**src/rtl/db_pkg.sv**
```systemverilog
package db_pkg;
    typedef enum int {
        LEG_HS = 0,
        LEG_LS = 1
    } leg_e;
    localparam int NUM_LEGS = 2;
endpackage

```
**src/rtl/db_edge_delay.sv**
```systemverilog
module db_edge_delay #(
    parameter int DLY_W = 12
) (
    input  logic             clk,
    input  logic             rst_n,
    input  logic             level_i,
    input  logic [DLY_W-1:0] dly_i,
    output logic             out_o
);
    typedef struct packed {
        logic [DLY_W-1:0] cnt;
        logic             out;
    } st_t;

    st_t st_d, st_q;

    always_comb begin
        st_d = st_q;
        if (!level_i) begin
            st_d.cnt = '0;
            st_d.out = 1'b0;
        end else if (st_q.cnt >= dly_i) begin
            st_d.out = 1'b1;
        end else begin
            st_d.cnt = st_q.cnt + 1'b1;
            st_d.out = 1'b0;
        end
    end

    always_ff @(posedge clk or negedge rst_n) begin
        if (!rst_n) st_q <= '0;
        else        st_q <= st_d;
    end

    assign out_o = st_q.out;
endmodule

```
**src/rtl/pwm_deadband.sv**
```systemverilog
module pwm_deadband #(
    parameter int DLY_W = 12
) (
    input  logic             clk,
    input  logic             rst_n,
    input  logic             en_i,
    input  logic [DLY_W-1:0] rise_dly_i,
    input  logic [DLY_W-1:0] fall_dly_i,
    input  logic             pwm_a_i,
    input  logic             pwm_b_i,
    output logic             hs_o,
    output logic             ls_o
);
    import db_pkg::*;

    typedef struct packed {
        logic en;
        logic a;
        logic b;
    } byp_t;

    byp_t byp_d, byp_q;
    logic [NUM_LEGS-1:0] leg_out;

    always_comb begin
        byp_d    = byp_q;
        byp_d.en = en_i;
        byp_d.a  = pwm_a_i;
        byp_d.b  = pwm_b_i;
    end

    always_ff @(posedge clk or negedge rst_n) begin
        if (!rst_n) byp_q <= '0;
        else        byp_q <= byp_d;
    end

    for (genvar g = 0; g < NUM_LEGS; g++) begin : g_leg
        logic             lvl;
        logic [DLY_W-1:0] dly;
        if (g == LEG_HS) begin : g_hs
            assign lvl = en_i & pwm_a_i;
            assign dly = rise_dly_i;
        end else begin : g_ls
            assign lvl = en_i & ~pwm_a_i;
            assign dly = fall_dly_i;
        end
        db_edge_delay #(.DLY_W(DLY_W)) u_dly (
            .clk     (clk),
            .rst_n   (rst_n),
            .level_i (lvl),
            .dly_i   (dly),
            .out_o   (leg_out[g])
        );
    end

    assign hs_o = byp_q.en ? leg_out[LEG_HS] : byp_q.a;
    assign ls_o = byp_q.en ? leg_out[LEG_LS] : byp_q.b;
endmodule

```
**config.mk**
```make
export PLATFORM = sky130hd
export DESIGN_NAME = pwm_deadband
export DESIGN_NICKNAME = d
export VERILOG_FILES = /design/src/rtl/db_pkg.sv /design/src/rtl/db_edge_delay.sv /design/src/rtl/pwm_deadband.sv
export SDC_FILE = /design/constraint.sdc
export NUM_CORES = 1
export LEC_CHECK = 0
export BUFFER_PORTS_ARGS = -buffer_cell sky130_fd_sc_hd__buf_2
export CAP_MARGIN = 20
export CORE_MARGIN = 2
export CORE_UTILIZATION = 50
export CTS_CLUSTER_SIZE = 40
export DETAILED_ROUTE_END_ITERATION = 8
export GPL_TIMING_DRIVEN = 1
export PLACE_DENSITY = 0.72
export SYNTH_ARGS = -nofsm -noshare
export SYNTH_HDL_FRONTEND = slang
export SYNTH_SLANG_ARGS = --single-unit
```
**constraint.sdc**
```tcl
create_clock -name clk -period 2.2 [get_ports clk]
set_input_delay 0.11 -clock clk [delete_from_list [all_inputs] [get_ports clk]]
set_output_delay 0.11 -clock clk [all_outputs]
set_load 0.01 [all_outputs]
```
# After elaboration in Yosys (flattened, before gate mapping)
# Index checks and enable logic that the tools add are counted.
# totals
latchBits,0
word_cells,24
mem_count,0
in_bits,29
romBits,0
register_bits,29
mem_bits_rw,0
# op_classes
muxes,8
n_reduce_logical,0
order_cmp,2
bitwise_logic,3
multipliers,0
add_sub_neg,2
eq_ne,2
div,0
shift,0
# op_table
op,count
$mux 13,2
$add 12x1->12 const B,2
$ge 12x12->1,2
$mux 12,2
$mux 1,4
$ne 2x2->1 const B,2
$and 1x1->1,2
$not 1->1,1

# Logic depth before layout (Yosys ltp)
# Gate-level depths: netlist (run 1).
# depth
ltp_word,3
ltp_mapped,8

# By module
# From an unflattened synthesis (run 1), not the netlist that was laid out.
# unflattened
cells_unflattened,233
area_unflattened_um2,2057.0
# by_module_without_submodules
module,n_inst,seq_area_each_um2,cells_each,area_per_inst_um2
db_edge_delay at g_leg[0].u_dly,1,325.3,113,974.7
db_edge_delay at g_leg[1].u_dly,1,325.3,113,972.2
pwm_deadband,1,75.1,7,110.1

# Worst setup path before layout (run 1)
# No wires, ideal clock.
# synth_timing
path_kind,reg2reg
start,register g_leg[0].u_dly.st_q[3] (netlist bit)
end,register g_leg[0].u_dly.st_q[11] (netlist bit)
stages_incl_launch_ff,8
path_buffers,1
arrival_time_ps,1884
t_required_ps,2121
path_slack_ps,237
cell_sequence,dfrtp_1 ha_1 a211o_1 a31oi_1 o21ai_1 buf_6 a2111oi_4 mux2i_1
# synth_via
elab_chain_len,3
# synth_lines
element,line,source
from (decl),db_edge_delay.sv:15,"st_t st_d, st_q;"
from (signal assigned),db_edge_delay.sv:32,else st_q <= st_d;
$add 12x1->12,db_edge_delay.sv:25,st_d.cnt = st_q.cnt + 1'b1;
$mux 12,db_edge_delay.sv:22,end else if (st_q.cnt >= dly_i) begin
$mux 13,db_edge_delay.sv:19,if (!level_i) begin
# Several ways; a longest one is shown, not always the timed one. The select of a mux whose other input is x is not followed.
# A chain may end at the register's enable or synchronous reset.

# Final worst setup path (run 1)
# layout_timing
start,register g_leg[0].u_dly.st_q[8] (netlist bit)
end,register g_leg[0].u_dly.st_q[11] (netlist bit)
# Same word-level chain as after synthesis.

==> metrics.csv, run 1 <==
stage,metric,value,unit
run_status,status,finished clean,
clock_network,cts.sinks,29,
timing,maxSlewViolCount,0,
detailed_routing,dr.pass1.iters,4,
synth,synthArstFlopShare,100,%
synth,netlist_top_cells_area,"dfrtp_1, ha_1, mux2i_1",
synth,seq_area_frac_synth,32.5,%
timing,fin_worst_skew,0.0102,ns
power_and_ir_drop,combinationalPowerShare,11.0,%
synth,syn_avg_cell_area,8.87,sq um
global_routing,grt_pass1_wl,7250,microns
critical_path,max_stage_delay,0.40,ns
timing,clock.fmax,492,MHz
clock_network,cts-htree-levels,2,
timing,setup_violations,0,
detailed_routing,viasPerCell,5.20,
power_and_ir_drop,power,1.09,mW
timing,finalHoldViolations,0,
floorplan,ioPinCount,31,
power_and_ir_drop,p_leak,1.33,nW
detailed_routing,postRouteAntennaNets,0,
critical_path,crit_type,reg2reg,
timing,finalCriticalPeriod,2.03,ns
power_and_ir_drop,p_sw_share,25.7,%
clock_network,clock_tree.root_cell,clkbuf_8,
synth,ys_seq_elements,29,
floorplan,num_rows,24,
critical_path,cp_cell_sequence,"ha_1, and2_1, a221oi_2, o21ai_1, buf_4, a2111oi_4, mux2i_1",
critical_path,required,2.40,ns
floorplan,die_w,70.9,microns
clock_network,cts_setup_buffers,0,
synth,synth_top_area_share,32.5,%
synth,ys_types,32,
critical_path,worstPathArrival,2.23,ns
layout,fillers,401,
global_routing,antenna_found_initial,0,
timing,worst_slew_pin_slew,0.669,ns
power_and_ir_drop,p_per_area,417,nW/um^2
layout,fin_nets,351,
timing,tns,0,ns
floorplan,start_util,51.7,%
timing,finalCritPeriodShare,92.4,%
floorplan,core_area,4320,sq um
synth,syn-cell-area,2230,sq um
power_and_ir_drop,clkPwrFrac,39.1,%
detailed_routing,drt_iter0_drc,120,
clock_network,cts-buffers-inserted,5,
placed_design,gp_congestion,0.808,
clock_network,cts_tree,yes,
detailed_routing,vias,1816,
synth,synth_edf_count,0,
layout,drive_gt1_share,19.2,%
critical_path,slowest_stage,dfrtp_1,
power_and_ir_drop,power_frac_seq,49.9,%
timing,rsz0062_at_grt,false,
critical_path,startpoint_type,flop,
critical_path,path_max_fanout,11,
synth,synth_top_cell_by_area,dfrtp_1,
power_and_ir_drop,p_switching,0.281,mW
layout,area_growth,17.3,%
job,drv_cap,0,
clock_network,ctsResizeCount,0,
global_routing,overflow,0,
layout,n_antenna_cell,0,
timing,max_slew_margin,55.4,%
synth,yosysWarningCount,0,
worst_hold_path,hp-class,in2async,
detailed_routing,wirelength,4080,microns
synth,synth_ff_type,dfrtp_1,
global_routing,track_usage,17.6,%
synth,synth_fp_nets,307,
clock_network,clock_path_buffers,2,
global_routing,grt_start_max_net_pins,30,
critical_path,cp-end-kind,flop,
clock_network,path_clk_slew,0.07,ns
synth,syn_inst,252,
detailed_routing,post_drt_wl_per_cell,11.7,microns
detailed_routing,drc,0,
power_and_ir_drop,ir_drop,219,uV
placed_design,dp_hpwl,3120,microns
floorplan,die_h,70.9,microns
floorplan,dieArea,5020,sq um
power_and_ir_drop,internal_power,0.813,mW
global_routing,grt_pass1_vias,1663,
placed_design,portBuffers,30,
clock_network,clk_latency,0.28,ns
-- state kept, by name, indices dropped and copies added, names as in the netlist --
signal	cells
byp_q	3
g_leg.u_dly.out_o	2
g_leg.u_dly.st_q	24
-- power by group through the flow --
stage,clock network (mW),logic (mW),registers [mW]
4_1_cts,0.443,0.123,0.546
6_report,0.427,0.120,0.546
3_3_place_gp,0,0.114,0.555
5_1_grt,0.463,0.140,0.546
3_5_place_dp,0,0.117,0.556
2_1_floorplan,0,0.0665,0.554
-- final cells by class --
cell class | count | area [sq um] | share of cell area, %
clock buffer | 5 | 68.8 | 2.63
clock inverter | 3 | 17.5 | 0.668
timing repair buffer | 46 | 280 | 10.7
inverter | 26 | 97.6 | 3.72
multi-input combinational | 188 | 1370 | 52.1
tap | 52 | 65.1 | 2.48
sequential | 29 | 726 | 27.7
-- stage by stage --
| stage | instance area [sq um] | util [%] | hold slack [ns] | setup WS [ns] | std cells |
|---|---|---|---|---|---|
| floorplan | 2230 | - | -0.186 | 0.237 | 252 |
| global placement | 2490 | 57.7 | 0.180 | 0.213 | 337 |
| detailed placement | 2490 | 57.7 | 0.195 | 0.175 | 337 |
| CTS | 2620 | 60.6 | 0.424 | 0.150 | 349 |
| global route | 2620 | 60.6 | 0.469 | 0.0316 | 349 |
| finish | 2620 | 60.6 | 0.397 | 0.168 | 349 |
-- cells by family after synthesis --
kind of cell             after synthesis  share of synthesized area (%)
AO/OA/AOI/OAI                         40                           13.2
multiplexers                          26                           11.8
AND/OR/NAND/NOR                       96                           21.7
flip-flops                            29                           32.5
buffers and inverters                 35                           6.38
adder cells (fa/ha/maj)               26                           14.6
-- repair_timing --
item,4_1_cts,5_1_grt
hold buffers,4,0
setup endpoints to repair,0,0
endpoints found under the hold margin,32,0
-- Yosys cell counts, types with 2 or more instances --
cell type / instances
ha_1: 26
nand2b_1: 22
mux2_2: 2
o21ai_1: 3
and4_1: 2
clkbuf_1: 5
a31oi_1: 2
buf_2: 3
mux2i_1: 24
nand4_1: 9
a2111oi_2: 2
nand3_1: 12
a21oi_1: 17
a211oi_1: 4
a21o_1: 5
dfrtp_1: 29
inv_1: 26
nor2_1: 5
nand2_1: 37
nor2b_1: 3
and3_1: 3
-- worst max-delay path, delay by kind of cell, from the launching register on --
| family | cells | cell delay, ns |
|---|---|---|
| adders and majority gates | 1 | 0.30 |
| muxes | 1 | 0.23 |
| and+or+nand+nor | 1 | 0.19 |
| AOI/OAI and AO/OA | 3 | 0.66 |
| buffers and inverters | 1 | 0.18 |
| DFF | 1 | 0.40 |
-- cells in the final DEF, fill, tap and decap left out, types with 2 or more instances in the layout --
cell type	netlist	routed
buf_4	0	12
and4_1	2	2
nand3_1	12	12
nor2b_1	3	3
a211oi_1	4	4
and3_1	3	3
mux2i_1	24	24
a21oi_1	17	17
a2111oi_2	2	2
inv_1	26	26
clkinv_2	0	2
nand2b_1	22	22
a21o_1	5	5
o21ai_1	3	3
mux2_2	2	2
nand2_1	37	37
dfrtp_1	29	29
ha_1	26	26
nor2_1	5	5
a31oi_1	2	2
clkbuf_8	0	5
nand4_1	9	9
dlygate4sd3_1	0	4
buf_2	3	30
-- final timing paths --
kind	endpoint	slack (ns)	depth (start not counted)	startpoint
setup reg to reg	g_leg[0].u_dly.st_q[11]	0.17	7	g_leg[0].u_dly.st_q[8]
max in group asynchronous	g_leg[0].u_dly.st_q[1]	1.36	2	rst_n
min in group clk	byp_q[0]	0.50	2	pwm_b_i
hold reg to reg	g_leg[0].u_dly.st_q[12]	0.55	2	g_leg[0].u_dly.st_q[12]
hold / removal	g_leg[1].u_dly.st_q[7]	0.40	2	rst_n
setup / recovery	g_leg[0].u_dly.st_q[11]	0.17	7	g_leg[0].u_dly.st_q[8]
-- routing by layer --
layer,wire (microns),up-vias,GRT usage (%)
met4,40,0,4.40
li1,-,962,-
met2,1840,34,28.3
met1,2040,815,24.8
met3,162,5,2.99
met5,0,-,0
Power figures use the tool's default switching activity.
==> inputs of run 2 (changes only) <==
==> constraint.sdc (replaced) <==
create_clock -name clk -period 2.57 [get_ports clk]
set_input_delay 0.1285 -clock clk [delete_from_list [all_inputs] [get_ports clk]]
set_output_delay 0.1285 -clock clk [all_outputs]
set_load 0.01 [all_outputs]
==> run 2 against run 1 <==
Net effect:
- non-clock buffer count fell by 7
- global-route usage up 0.39 points
- combinational power decreased by 15%
- hold slack improved by 0.0017 ns
- critical endpoint is now g_leg[1].u_dly.st_q[2]
- count of clock-buffer cells in the layout up 2
- final area fell by 2.0%
- register-to-register slack gained 0.13 ns
==> metrics.csv, run 2 (synthesized netlist as in run 1, its figures left out) <==
stage,metric,value,unit,change
layout,final_cell_area,2570,sq um,-2.0%
global_routing,antenna_found_initial,0,,unchanged
critical_path,required,2.72,ns,+0.32 ns
floorplan,core_area,4320,sq um,unchanged
critical_path,worstPathArrival,2.42,ns,+0.19 ns
timing,setup_violations,0,,unchanged
clock_network,ctsResizeCount,0,,unchanged
detailed_routing,viasPerCell,5.37,,+3.1%
layout,final_common_cell,nand2_1,,
floorplan,dieArea,5020,sq um,unchanged
placed_design,dp_hpwl,3070,microns,-1.5%
timing,max_slew_margin,41.7,%,-14 points
layout,final_cell_mix,"nand2_1, buf_2, dfrtp_1",,
global_routing,grt_pass1_wl,7310,microns,+0.95%
timing,worst_slew_pin_slew,0.869,ns,+0.200 ns
timing,clock.fmax,440,MHz,-11%
critical_path,path_max_fanout,11,,unchanged
worst_hold_path,hp-class,in2async,,
clock_network,clock_tree.root_cell,clkbuf_8,,
timing,finalHoldViolations,0,,unchanged
timing,tns,0,ns,unchanged
timing,rsz0062_at_grt,false,,
layout,regMostFlops,g_leg.u_dly.st_q,,
critical_path,crit_family,compound AO/OA/AOI/OAI gates,,
job,drv_cap,0,,unchanged
timing,maxSlewViolCount,0,,unchanged
critical_path,path_buf_inv,1,,unchanged
floorplan,die_h,70.9,microns,unchanged
placed_design,gp_congestion,0.787,,-2.7%
power_and_ir_drop,p_leak,1.29,nW,-2.6%
layout,largest_reg_flops,24,,unchanged
global_routing,track_usage,18.0,%,+0.39 points
placed_design,portBuffers,30,,unchanged
power_and_ir_drop,ir_drop,216,uV,-1.1%
layout,n_antenna_cell,0,,unchanged
floorplan,die_w,70.9,microns,unchanged
critical_path,slowest_stage,o21ai_1,,
detailed_routing,drt_iter0_drc,87,,-28%
critical_path,startpoint_type,flop,,
floorplan,start_util,51.7,%,unchanged
timing,fin_worst_skew,0.00775,ns,-0.00245 ns
layout,area_growth,14.9,%,
detailed_routing,drc,0,,unchanged
clock_network,cts_tree,yes,,
floorplan,ioPinCount,31,,unchanged
global_routing,grt_start_max_net_pins,30,,unchanged
layout,drive_gt1_share,16.6,%,-2.6 points
power_and_ir_drop,power,0.950,mW,-13%
detailed_routing,post_drt_wl_per_cell,12.3,microns,+5.2%
clock_network,path_clk_slew,0.06,ns,about the same
power_and_ir_drop,p_per_area,370,nW/um^2,-11%
critical_path,cp-end-kind,flop,,
layout,fin_nets,344,,-2.0%
clock_network,clock_path_buffers,2,,unchanged
detailed_routing,vias,1830,,+0.77%
critical_path,max_stage_delay,0.70,ns,+0.30 ns
critical_path,crit_type,reg2reg,,
critical_path,cp_cell_sequence,"inv_1, ha_1, nand2b_1, a31oi_1, o21ai_1, a21oi_1, mux2i_1",,
clock_network,cts-buffers-inserted,5,,unchanged
detailed_routing,dr.pass1.iters,4,,unchanged
clock_network,cts.sinks,29,,unchanged
detailed_routing,wirelength,4200,microns,+2.8%
run_status,status,finished clean,,
floorplan,num_rows,24,,unchanged
global_routing,overflow,0,,unchanged
timing,finalCritPeriodShare,88.4,%,-4.0 points
detailed_routing,postRouteAntennaNets,0,,unchanged
clock_network,clk_latency,0.28,ns,about the same
clock_network,cts-htree-levels,2,,unchanged
timing,finalCriticalPeriod,2.27,ns,+0.239 ns
global_routing,grt_pass1_vias,1715,,+3.1%
placed_design,place_area,2440,sq um,-2.1%
run 2: changes by cell type in the layout (fill, tap and decap cells not counted), sizes merged:
cell,change
clkinv,-2
clkinvlp,-1
clkbuf,+2
buf,-7
run 2: worst paths after layout:
check                                        start                      end  slack, ns  depth (start not counted)
setup / recovery            g_leg[1].u_dly.st_q[1]   g_leg[1].u_dly.st_q[2]       0.30                          7
hold / removal                               rst_n   g_leg[1].u_dly.st_q[8]       0.40                          2
setup reg to reg            g_leg[1].u_dly.st_q[1]   g_leg[1].u_dly.st_q[2]       0.30                          7
hold reg to reg            g_leg[1].u_dly.st_q[12]  g_leg[1].u_dly.st_q[12]       0.55                          2
max in group asynchronous                    rst_n  g_leg[0].u_dly.st_q[11]       1.75                          2
min in group clk                           pwm_b_i                 byp_q[0]       0.49                          2
run 2: timing repair:
item,CTS,global route
buffers inserted,0,0
endpoints found under the setup margin,0,0
hold buffers,4,0
hold endpoints to repair,32,0
run 2: area by class of cell:
cell class	count	area, sq um
clock buffers	7	86.3
fillers	385	1760
inverters	26	97.6
multi-input cells	188	1370
flip-flops and latches	29	726
well taps	52	65.1
repair buffers	39	228
run 2: metal layers:
metal	wire length [microns]	GRT usage, %
met1	2080	24.4
met2	1880	27.9
met3	177	4.99
met4	57	6.08
met5	0	0
run 2: through the flow:
| stage | hold WS [ns] | util [%] | worst slack, ns | std cells |
|---|---|---|---|---|
| floorplan | -0.167 | - | 0.607 | 252 |
| global placement | 0.200 | 56.5 | 0.466 | 330 |
| detailed placement | 0.194 | 56.5 | 0.329 | 330 |
| CTS | 0.429 | 59.4 | 0.316 | 341 |
| global route | 0.479 | 59.4 | 0.185 | 341 |
| finish | 0.399 | 59.4 | 0.298 | 341 |
run 2: power breakdown:
part	switching (mW)	total [mW]	leakage [nW]	internal, mW
clock	0.168	0.380	0.0443	0.212
combinational	0.0556	0.102	0.854	0.0468
sequential	0.00559	0.468	0.396	0.462
